<file path="config.mk">
export PLATFORM = sky130hd
export DESIGN_NAME = smb_regmodel_seq
export DESIGN_NICKNAME = d
export VERILOG_FILES = /design/src/rtl/smb_rm_pkg.sv /design/src/rtl/smb_rm_ctrl.sv /design/src/rtl/smb_rm_regs.sv /design/src/rtl/smb_regmodel_seq.sv
export SDC_FILE = /design/constraint.sdc
export NUM_CORES = 1
export LEC_CHECK = 0
export BUFFER_PORTS_ARGS = -buffer_cell sky130_fd_sc_hd__buf_2
export CAP_MARGIN = 20
export CORE_MARGIN = 10
export CORE_UTILIZATION = 50
export DETAILED_ROUTE_END_ITERATION = 12
export PLACE_DENSITY = 0.69
export REMOVE_ABC_BUFFERS = 1
export SLEW_MARGIN = 15
export SYNTH_ARGS = -nofsm -noshare
export SYNTH_HDL_FRONTEND = slang
export SYNTH_SLANG_ARGS = --single-unit
</file>
<file path="constraint.sdc">
create_clock -name clk -period 3.3 [get_ports clk]
set_input_delay 0 -clock clk [delete_from_list [all_inputs] [get_ports clk]]
set_output_delay 0 -clock clk [all_outputs]
set_load 0.02 [all_outputs]
</file>
<file path="src/rtl/smb_rm_pkg.sv">
package smb_rm_pkg;

    localparam int OFS_PROTO = 0;
    localparam int OFS_STAT  = 1;
    localparam int OFS_ADDR  = 2;
    localparam int OFS_CMD   = 3;
    localparam int OFS_DATA  = 4;

    localparam logic [4:0] RC_OK    = 5'h00;
    localparam logic [4:0] RC_UNSUP = 5'h19;
    localparam logic [4:0] RC_BUSY  = 5'h1A;

    typedef enum logic [3:0] {
        K_NONE, K_QUICK, K_BYTE, K_BYTE_DATA, K_WORD,
        K_BLOCK, K_PCALL, K_BPCALL, K_I2CBLK
    } kind_e;

    typedef struct packed {
        kind_e kind;
        logic  rd;
        logic  pec;
    } proto_t;

    typedef struct packed {
        logic       done;
        logic       alarm;
        logic [4:0] code;
    } status_t;

    function automatic proto_t decode(input logic [7:0] c);
        proto_t p;
        p.pec = c[7];
        p.rd  = c[0];
        case (c[6:0])
            7'h02, 7'h03: p.kind = K_QUICK;
            7'h04, 7'h05: p.kind = K_BYTE;
            7'h06, 7'h07: p.kind = K_BYTE_DATA;
            7'h08, 7'h09: p.kind = K_WORD;
            7'h0A, 7'h0B: p.kind = K_BLOCK;
            7'h0C:        begin p.kind = K_PCALL;  p.rd = 1'b1; end
            7'h0D:        begin p.kind = K_BPCALL; p.rd = 1'b1; end
            7'h4A, 7'h4B: p.kind = K_I2CBLK;
            default:      p.kind = K_NONE;
        endcase
        return p;
    endfunction

    function automatic logic [7:0] clamp(input logic [7:0] v, input int lim);
        return (int'(v) > lim) ? 8'(lim) : v;
    endfunction

    function automatic logic [7:0] tx_len(input proto_t p, input logic [7:0] cnt,
                                          input int maxb);
        case (p.kind)
            K_BYTE_DATA: return p.rd ? 8'd0 : 8'd1;
            K_WORD:      return p.rd ? 8'd0 : 8'd2;
            K_PCALL:     return 8'd2;
            K_BLOCK:     return p.rd ? 8'd0 : clamp(cnt, maxb);
            K_BPCALL:    return clamp(cnt, maxb - 1);
            K_I2CBLK:    return clamp(cnt, maxb);
            default:     return 8'd0;
        endcase
    endfunction

endpackage

</file>
<file path="src/rtl/smb_rm_ctrl.sv">
module smb_rm_ctrl
    import smb_rm_pkg::*;
(
    input  logic       clk,
    input  logic       rst,
    input  logic       proto_wr,
    input  logic [7:0] wdata,
    input  logic       alarm_set,
    input  logic       alarm_clr,
    input  logic       eng_done,
    input  logic [4:0] eng_result,
    output logic [7:0] proto_q,
    output logic       busy,
    output logic       start,
    output status_t    stat
);

    proto_t wr_dec;
    assign wr_dec = decode(wdata);

    always_ff @(posedge clk) begin
        if (rst) begin
            proto_q <= '0;
            busy    <= 1'b0;
            start   <= 1'b0;
            stat    <= '0;
        end else begin
            start <= 1'b0;
            if (alarm_set)      stat.alarm <= 1'b1;
            else if (alarm_clr) stat.alarm <= 1'b0;
            if (busy) begin
                if (eng_done) begin
                    busy      <= 1'b0;
                    stat.done <= 1'b1;
                    stat.code <= eng_result;
                end else if (proto_wr) begin
                    stat.code <= RC_BUSY;
                end
            end else if (proto_wr) begin
                proto_q <= wdata;
                if (wr_dec.kind == K_NONE) begin
                    stat.done <= 1'b1;
                    stat.code <= RC_UNSUP;
                end else begin
                    stat.done <= 1'b0;
                    stat.code <= RC_OK;
                    busy      <= 1'b1;
                    start     <= 1'b1;
                end
            end
        end
    end

    AST_UNSUP_FLAGGED: assert property (@(posedge clk) disable iff (rst)
        (proto_wr && !busy && wr_dec.kind == K_NONE) |=>
        (stat.done && stat.code == RC_UNSUP && !start));

    AST_BUSY_HIT: assert property (@(posedge clk) disable iff (rst)
        (busy && !eng_done && proto_wr) |=>
        (!stat.done && stat.code == RC_BUSY && !start && $stable(proto_q)));

    AST_DONE_ON_CPLT: assert property (@(posedge clk) disable iff (rst)
        (busy && eng_done) |=>
        (stat.done && !busy && stat.code == $past(eng_result)));

    AST_START_PULSE: assert property (@(posedge clk) disable iff (rst)
        start |-> (busy && !stat.done));

endmodule

</file>
<file path="src/rtl/smb_rm_regs.sv">
module smb_rm_regs
    import smb_rm_pkg::*;
#(
    parameter int N_DATA = 32,
    parameter int HA_W   = 6,
    parameter int IDX_W  = 5
) (
    input  logic             clk,
    input  logic             rst,
    input  logic             host_wr,
    input  logic [HA_W-1:0]  host_addr,
    input  logic [7:0]       host_wdata,
    output logic [7:0]       host_rdata,
    input  logic [7:0]       proto_q,
    input  status_t          stat,
    input  logic [IDX_W-1:0] tx_idx,
    output logic [7:0]       tx_byte,
    input  logic             rx_we,
    input  logic [IDX_W-1:0] rx_idx,
    input  logic [7:0]       rx_byte,
    input  logic             bcnt_ld,
    input  logic [7:0]       bcnt_val,
    input  logic             alarm_set,
    input  logic [7:0]       alarm_addr,
    input  logic [15:0]      alarm_word,
    output logic [7:0]       addr_q,
    output logic [7:0]       cmd_q,
    output logic [7:0]       bcnt_q
);

    localparam logic [HA_W-1:0] A_PROTO = HA_W'(OFS_PROTO);
    localparam logic [HA_W-1:0] A_STAT  = HA_W'(OFS_STAT);
    localparam logic [HA_W-1:0] A_ADDR  = HA_W'(OFS_ADDR);
    localparam logic [HA_W-1:0] A_CMD   = HA_W'(OFS_CMD);
    localparam logic [HA_W-1:0] A_DATA  = HA_W'(OFS_DATA);
    localparam logic [HA_W-1:0] A_BCNT  = HA_W'(OFS_DATA + N_DATA);
    localparam logic [HA_W-1:0] A_ALA   = HA_W'(OFS_DATA + N_DATA + 1);
    localparam logic [HA_W-1:0] A_ALD0  = HA_W'(OFS_DATA + N_DATA + 2);
    localparam logic [HA_W-1:0] A_ALD1  = HA_W'(OFS_DATA + N_DATA + 3);

    logic [N_DATA*8-1:0] data_flat;
    logic [7:0]          ala_q;
    logic [15:0]         ald_q;

    for (genvar i = 0; i < N_DATA; i++) begin : g_byte
        logic [7:0] q;
        always_ff @(posedge clk) begin
            if (rst)
                q <= '0;
            else if (rx_we && rx_idx == IDX_W'(i))
                q <= rx_byte;
            else if (host_wr && host_addr == HA_W'(OFS_DATA + i))
                q <= host_wdata;
        end
        assign data_flat[i*8 +: 8] = q;
    end

    always_ff @(posedge clk) begin
        if (rst) begin
            addr_q <= '0;
            cmd_q  <= '0;
            bcnt_q <= '0;
            ala_q  <= '0;
            ald_q  <= '0;
        end else begin
            if (host_wr && host_addr == A_ADDR) addr_q <= host_wdata;
            if (host_wr && host_addr == A_CMD)  cmd_q  <= host_wdata;
            if (bcnt_ld)
                bcnt_q <= bcnt_val;
            else if (host_wr && host_addr == A_BCNT)
                bcnt_q <= host_wdata;
            if (alarm_set) begin
                ala_q <= alarm_addr;
                ald_q <= alarm_word;
            end
        end
    end

    logic [HA_W-1:0] doff;
    assign doff    = host_addr - A_DATA;
    assign tx_byte = data_flat[tx_idx*8 +: 8];

    always_comb begin
        host_rdata = '0;
        if (host_addr == A_PROTO)      host_rdata = proto_q;
        else if (host_addr == A_STAT)  host_rdata = {stat.done, stat.alarm, 1'b0, stat.code};
        else if (host_addr == A_ADDR)  host_rdata = addr_q;
        else if (host_addr == A_CMD)   host_rdata = cmd_q;
        else if (host_addr >= A_DATA && host_addr < A_BCNT)
            host_rdata = data_flat[doff[IDX_W-1:0]*8 +: 8];
        else if (host_addr == A_BCNT)  host_rdata = bcnt_q;
        else if (host_addr == A_ALA)   host_rdata = ala_q;
        else if (host_addr == A_ALD0)  host_rdata = ald_q[7:0];
        else if (host_addr == A_ALD1)  host_rdata = ald_q[15:8];
    end

    AST_BCNT_CLAMPED: assert property (@(posedge clk) disable iff (rst)
        bcnt_ld |=> (int'(bcnt_q) <= N_DATA));

    AST_ALARM_LATCH: assert property (@(posedge clk) disable iff (rst)
        alarm_set |=> (ala_q == $past(alarm_addr) && ald_q == $past(alarm_word)));

endmodule

</file>
<file path="src/rtl/smb_regmodel_seq.sv">
module smb_regmodel_seq
    import smb_rm_pkg::*;
#(
    parameter int N_DATA = 32,
    parameter int HA_W   = $clog2(N_DATA + 8),
    parameter int IDX_W  = $clog2(N_DATA),
    parameter int LEN_W  = $clog2(N_DATA + 1)
) (
    input  logic             clk,
    input  logic             rst,
    input  logic             host_wr,
    input  logic [HA_W-1:0]  host_addr,
    input  logic [7:0]       host_wdata,
    output logic [7:0]       host_rdata,
    output logic             eng_start,
    output logic [7:0]       eng_proto,
    output logic             eng_pec,
    output logic [6:0]       eng_target,
    output logic [7:0]       eng_cmd,
    output logic [LEN_W-1:0] eng_len,
    input  logic [IDX_W-1:0] eng_tx_idx,
    output logic [7:0]       eng_tx_byte,
    input  logic             eng_rx_we,
    input  logic [IDX_W-1:0] eng_rx_idx,
    input  logic [7:0]       eng_rx_byte,
    input  logic [7:0]       eng_rx_cnt,
    input  logic             eng_done,
    input  logic [4:0]       eng_result,
    input  logic             alarm_valid,
    input  logic [7:0]       alarm_addr,
    input  logic [15:0]      alarm_word
);

    logic       proto_wr, stat_wr, busy;
    logic [7:0] proto_q, addr_q, cmd_q, bcnt_q;
    status_t    stat;
    proto_t     cur;
    logic       bcnt_ld;

    assign proto_wr = host_wr && host_addr == HA_W'(OFS_PROTO);
    assign stat_wr  = host_wr && host_addr == HA_W'(OFS_STAT);
    assign cur      = decode(proto_q);
    assign bcnt_ld  = busy && eng_done &&
                      ((cur.kind == K_BLOCK && cur.rd) || cur.kind == K_BPCALL);

    smb_rm_ctrl u_ctrl (
        .clk        (clk),
        .rst        (rst),
        .proto_wr   (proto_wr),
        .wdata      (host_wdata),
        .alarm_set  (alarm_valid),
        .alarm_clr  (stat_wr && host_wdata[6]),
        .eng_done   (eng_done),
        .eng_result (eng_result),
        .proto_q    (proto_q),
        .busy       (busy),
        .start      (eng_start),
        .stat       (stat)
    );

    smb_rm_regs #(.N_DATA(N_DATA), .HA_W(HA_W), .IDX_W(IDX_W)) u_regs (
        .clk        (clk),
        .rst        (rst),
        .host_wr    (host_wr),
        .host_addr  (host_addr),
        .host_wdata (host_wdata),
        .host_rdata (host_rdata),
        .proto_q    (proto_q),
        .stat       (stat),
        .tx_idx     (eng_tx_idx),
        .tx_byte    (eng_tx_byte),
        .rx_we      (eng_rx_we),
        .rx_idx     (eng_rx_idx),
        .rx_byte    (eng_rx_byte),
        .bcnt_ld    (bcnt_ld),
        .bcnt_val   (clamp(eng_rx_cnt, N_DATA)),
        .alarm_set  (alarm_valid),
        .alarm_addr (alarm_addr),
        .alarm_word (alarm_word),
        .addr_q     (addr_q),
        .cmd_q      (cmd_q),
        .bcnt_q     (bcnt_q)
    );

    assign eng_proto  = proto_q;
    assign eng_pec    = proto_q[7];
    assign eng_target = addr_q[7:1];
    assign eng_cmd    = cmd_q;
    assign eng_len    = LEN_W'(tx_len(cur, bcnt_q, N_DATA));

    AST_LEN_LIMIT: assert property (@(posedge clk) disable iff (rst)
        eng_start |-> (int'(eng_len) <= N_DATA));

    AST_START_PROTO: assert property (@(posedge clk) disable iff (rst)
        eng_start |-> (eng_pec == $past(host_wdata[7]) && $past(proto_wr)));

endmodule

</file>
After elaboration in Yosys (flattened, before gate mapping)
Index checks and enable logic that the tools add are counted.
Widths: inputs -> output; s select.
{"block": "totals", "input_bits": 75, "ff_bits": 321, "elab_cells": 388, "output_inout_bits": 47}
{"block": "classes", "mux": 100, "bitwise": 1, "reduce_logical": 131, "n_eq_ne": 105, "magnitude_cmp": 5, "shift": 2, "addsub": 1}
{"op": "$mux 8", "n": 76}
{"op": "$shiftx 256x9->8", "n": 2}
{"op": "$eq 6x5->1 const B", "n": 16}
{"op": "$eq 7x4->1 const B", "n": 12}
{"op": "$eq 5x5->1 const B", "n": 16}
{"op": "$logic_and 1x1->1", "n": 74}
{"op": "$reduce_bool 2->1", "n": 36}
{"op": "$pmux 4 s8", "n": 2}
{"op": "$eq 7x3->1 const B", "n": 8}
{"op": "$eq 6x4->1 const B", "n": 8}
{"op": "$eq 6x6->1 const B", "n": 8}
{"op": "$eq 5x4->1 const B", "n": 8}
{"op": "$pmux 6 s6", "n": 1}
{"op": "$eq 7x2->1 const B", "n": 4}
{"op": "$eq 7x7->1 const B", "n": 4}
{"op": "$reduce_or 2->1", "n": 14}
{"op": "$mux 5", "n": 5}
{"op": "$eq 6x3->1 const B", "n": 4}
{"op": "$eq 5x3->1 const B", "n": 4}
{"op": "$mux 6", "n": 3}
{"op": "$eq 4x3->1 const B", "n": 4}
{"op": "$gt 8x6->1 const B", "n": 2}
{"op": "$eq 6x2->1 const B", "n": 2}
{"op": "$mux 1", "n": 12}
{"op": "17 further kinds", "n": 20}

Depth between registers and ports, before layout
{"block": "depth", "depth_word": 10, "mapped_depth": 12, "mapped_depth_nobuf": 7}

Hierarchy
A second synthesis with hierarchy kept.
{"block": "hier_totals", "cells_unflattened": 2191, "hier_area_um2": 19281.0}
{"mod": "smb_rm_regs", "seq_area_each_um2": 6085.8, "area_each_um2": 18337.6, "n_inst": 1, "cells_per_inst": 2063}
{"mod": "smb_rm_ctrl", "seq_area_each_um2": 340.3, "area_each_um2": 645.6, "n_inst": 1, "cells_per_inst": 79}
{"mod": "smb_regmodel_seq", "seq_area_each_um2": 0.0, "area_each_um2": 297.8, "n_inst": 1, "cells_per_inst": 49}

Worst setup path before layout
OpenSTA, ideal clock, no wires.
{"block": "synth_path", "path_type": "input to output", "startpoint": "input host_addr[2]", "endpoint": "output host_rdata[1]", "stages": 11, "n_path_buf": 4, "required_time_ns": 3.300, "path_slack_ns": 0.701, "arrival_ns": 2.599, "path_cell_list": "buf_6 -> clkbuf_8 -> inv_1 -> buf_2 -> ha_1 -> xor2_2 -> buf_6 -> mux4_2 -> mux4_2 -> nor3_2 -> a211o_1"}
{"block": "synth_via", "elab_chain_cells": 10, "word_cells_on_any_way": 22, "cone_classes": "add/sub (1); order compare (2); eq/ne (7); shift (1); mux (9); reduce/logical (2)"}
{"item": "start, declared", "line_no": "smb_regmodel_seq.sv:12", "rtl": "input logic [HA_W-1:0] host_addr,"}
{"item": "branches (longest 9 deep; another with $sub 5x3->5)"}
{"item": "$mux 8 (*)", "line_no": "smb_rm_regs.sv:85", "rtl": "if (host_addr == A_PROTO) host_rdata = proto_q;"}
{"item": "end, declared", "line_no": "smb_regmodel_seq.sv:14", "rtl": "output logic [7:0] host_rdata,"}
Mark *: on every way between the ends.

Worst setup path in the final report
{"block": "layout_path", "startpoint": "register u_regs.g_byte[18].q[4]", "endpoint": "output host_rdata[4]"}
{"block": "layout_via", "elab_chain_cells": 6}
{"item": "start, declared", "line_no": "smb_rm_regs.sv:46", "rtl": "logic [7:0] q;"}
{"item": "start signal, assigned", "line_no": "smb_rm_regs.sv:51", "rtl": "q <= rx_byte;"}
{"item": "start signal, assigned", "line_no": "smb_rm_regs.sv:53", "rtl": "q <= host_wdata;"}
{"item": "$shiftx 256x9->8", "line_no": "smb_rm_regs.sv:90", "rtl": "host_rdata = data_flat[doff[IDX_W-1:0]*8 +: 8];"}
{"item": "$mux 8", "line_no": "smb_rm_regs.sv:89", "rtl": "else if (host_addr >= A_DATA && host_addr < A_BCNT)"}
{"item": "$mux 8", "line_no": "smb_rm_regs.sv:88", "rtl": "else if (host_addr == A_CMD) host_rdata = cmd_q;"}
{"item": "$mux 8", "line_no": "smb_rm_regs.sv:87", "rtl": "else if (host_addr == A_ADDR) host_rdata = addr_q;"}
{"item": "$mux 8", "line_no": "smb_rm_regs.sv:86", "rtl": "else if (host_addr == A_STAT) host_rdata = {stat.done, stat.alarm, 1'b0, stat.code};"}
{"item": "$mux 8", "line_no": "smb_rm_regs.sv:85"}
Every way passes these cells.

==> impl_metrics.env <==
export IMPL_status="finished clean"
export IMPL_grt_pass1_wl_um=107000
export IMPL_syn_to_final_growth_pct=12.6
export IMPL_cts_sinks=321
export IMPL_fmax_mhz=358
export IMPL_power_mw=9.54
export IMPL_min_delay_start="host_wdata[3]"
export IMPL_crit_path_start_kind="register"
export IMPL_cts_buffers=37
export IMPL_arrival_ns=2.80
export IMPL_avgSynthCellArea_sq_um=9.84
export IMPL_crit_type="register to primary output"
export IMPL_drt_iter0_drc=2451
export IMPL_seq_area_frac_synth_pct=33.1
export IMPL_viasPerCell=6.90
export IMPL_ir_drop_mv=0.244
export IMPL_syn_inst=1974
export IMPL_most_common_layout_cells="nor2_1 (336), dfxtp_1 (321), mux2i_1 (256)"
export IMPL_worstPathCellList="mux2i_1, mux4_2, mux4_2, or3_1, o221ai_1, buf_2"
export IMPL_dp_cells=2435
export IMPL_synthDistinctLibCells=67
export IMPL_fp_row_count=72
export IMPL_critical_path_required_ns=3.30
export IMPL_drtPass1Iterations=5
export IMPL_clk_pin_slew_worst_paths_ns=0.06
export IMPL_cts_root_buf="clkbuf_16"
export IMPL_yosysWarnings=0
export IMPL_setup_violations=0
export IMPL_ys_flop_type="dfxtp_1"
export IMPL_report_final_slew_viol_count=0
export IMPL_ys_seq_elements=321
export IMPL_async_flop_share_pct=0
export IMPL_drt_wl_total_um=71000
export IMPL_p_leak_nw=8.55
export IMPL_track_usage_pct=29.0
export IMPL_htreeDepth=2
export IMPL_nFillCells=3345
export IMPL_grt_pass1_vias=16820
export IMPL_dr_max_layer_used="met4"
export IMPL_port_buffers=121
export IMPL_setup_tns_ns=0
export IMPL_cts_max_path_buffers=3
export IMPL_nets=2095
export IMPL_dr_total_vias=17698
export IMPL_crit_path_end_kind="primary output"
export IMPL_die_y_um=217
export IMPL_drive_gt1_share_pct=19.5
export IMPL_synth_area_sq_um=19400
export IMPL_routed_wl_met2_um=30200
export IMPL_clkLatencyLatePin_ns=0.54
export IMPL_max_slew_worst_pin_slew_ns=1.15
export IMPL_period_share_pct=84.7
export IMPL_wl_met1_um=28100
export IMPL_r2r_start="u_ctrl.proto_q[3]$_SDFFE_PP0P_"
export IMPL_crit_slowest_cell="mux4_2"
export IMPL_antenna_left=0
export IMPL_finClkSkew_ns=0.0149
export IMPL_die_w_um=217
export IMPL_hold_class="input port to register"
export IMPL_gp_congestion=1.02
export IMPL_hold_viol_final=0
export IMPL_crit_path_max_incr_delay_ns=0.51
export IMPL_drv_cap=0
export IMPL_layout_cells_non_filler=2564
export IMPL_cts_tree="built"
export IMPL_wl_per_cell_um=27.7
export IMPL_holdWs_ns=0.0324
export IMPL_antenna_found_initial=2
export IMPL_wl_met3_um=9730
export IMPL_min_period_ns=2.80
export IMPL_path_buf_inv=1
export IMPL_cts_setup_buffers=0
export IMPL_die_area_sq_um=47100
export IMPL_synth_edf_count=0
export IMPL_final_common_cell="nor2_1"
export IMPL_crit_fanout=3
export IMPL_initial_core_util_pct=50.4
export IMPL_grt_max_degree=119
export IMPL_io_pins=122
export IMPL_rsz0062_at_grt="false"
export IMPL_grt_overflow_total=0
export IMPL_core_area_sq_um=38600
export IMPL_relSlewSlack_pct=23.1
export IMPL_crit_start="u_regs.g_byte[18].q[4]$_SDFFE_PP0P_"
export IMPL_drc=0
export IMPL_critical_path_most_common_cell="mux4_2"
export IMPL_power_density_nw_per_um2=436
export IMPL_hpwl_um=46800
export IMPL_critPathTopFamily="multiplexers"
[registers in the layout, indices dropped and copies added, names as in the netlist]
signal           count
u_regs.addr_q        8
u_ctrl.stat          7
u_ctrl.proto_q       8
u_regs.cmd_q         8
u_regs.ala_q         8
u_regs.g_byte.q    256
u_ctrl.start         1
u_regs.ald_q        16
u_regs.bcnt_q        8
u_ctrl.busy          1
[per-layer routing]
| layer | vias to the layer above | global-route usage [%] |
|---|---|---|
| met5 | - | 0 |
| met4 | 0 | 12.4 |
| met3 | 186 | 8.34 |
| met2 | 1350 | 42.3 |
| met1 | 8625 | 39.5 |
| li1 | 7537 | - |
[power breakdown]
part	internal [mW]	switching (mW)	total (mW)
logic	0.389	0.672	1.06
clock network	2.70	1.76	4.47
registers	3.95	0.0647	4.01
[final cells by class]
| type | instances | area, sq um | area share [%] |
|---|---|---|---|
| clock inverter | 17 | 244 | 1.12 |
| multi-input combinational | 1426 | 11900 | 54.4 |
| clock buffer | 50 | 1050 | 4.79 |
| inverter | 8 | 30.0 | 0.137 |
| tap | 518 | 648 | 2.96 |
| timing repair buffer | 221 | 1570 | 7.19 |
| antenna | 3 | 7.51 | 0.0343 |
| sequential | 321 | 6430 | 29.4 |
[kinds of logic (layout without fill, tap and decap cells)]
logic type / Yosys count / in the layout / share of synthesized area [%]
buffers and inverters: 227 / 296 / 5.68
flip-flops: 321 / 321 / 33.1
other: 0 / 3 / 0
adder cells (fa/ha/maj): 5 / 5 / 0.322
XOR/XNOR: 2 / 2 / 0.129
AND/OR/NAND/NOR: 568 / 568 / 12.4
multiplexers: 431 / 431 / 32.8
AO/OA/AOI/OAI: 420 / 420 / 15.5
[path summary, 6_finish.rpt]
kind                            cells after the start                                  end  slack, ns
worst max-delay path                                6                        host_rdata[4]       0.50
worst min-delay path                                3  u_regs.g_byte[22].q[3]$_SDFFE_PP0P_       0.03
worst max register to register                      5        u_regs.bcnt_q[4]$_SDFFE_PP0P_       0.66
worst min register to register                      2          u_ctrl.stat[3]$_SDFFE_PP0P_       0.48
[through the flow]
stage	area (sq um)	utilization [%]	worst slack (ns)
final	21900	56.7	0.504
after global routing	21900	56.7	0.465
after CTS	21900	56.7	0.577
after detailed placement	20000	51.8	0.726
after global placement	20000	51.8	0.746
after floorplan	18300	-	0.601
[Yosys cell counts, types with 13 or more instances]
| cell | number | area share, % |
|---|---|---|
| nor2_1 | 336 | 6.5 |
| dfxtp_1 | 321 | 33 |
| mux2i_1 | 256 | 13 |
| a211oi_1 | 182 | 7.0 |
| clkbuf_1 | 145 | 2.8 |
| mux4_2 | 137 | 16 |
| nand2_1 | 134 | 2.6 |
| o21ai_0 | 92 | 2.4 |
| a311oi_1 | 80 | 3.6 |
| buf_2 | 29 | 0.75 |
| nand3_1 | 26 | 0.67 |
| a21oi_1 | 24 | 0.62 |
| mux4_1 | 19 | 2.6 |
| mux2_2 | 18 | 1.0 |
| buf_4 | 15 | 0.58 |
| nor2b_1 | 14 | 0.45 |
| buf_1 | 13 | 0.25 |
[tightest hold or removal path, stage by stage]
cell	delay, ns
buf_2	0.29
nand2_1	0.12
a311oi_1	0.09
[timing repair]
item / 4_1_cts / 5_1_grt
endpoints found under the hold margin: 49 / 0
resized for setup: 0 / 0
hold buffers: 59 / 0
endpoints found under the setup margin: 0 / 0
Power figures use the tool's default switching activity.
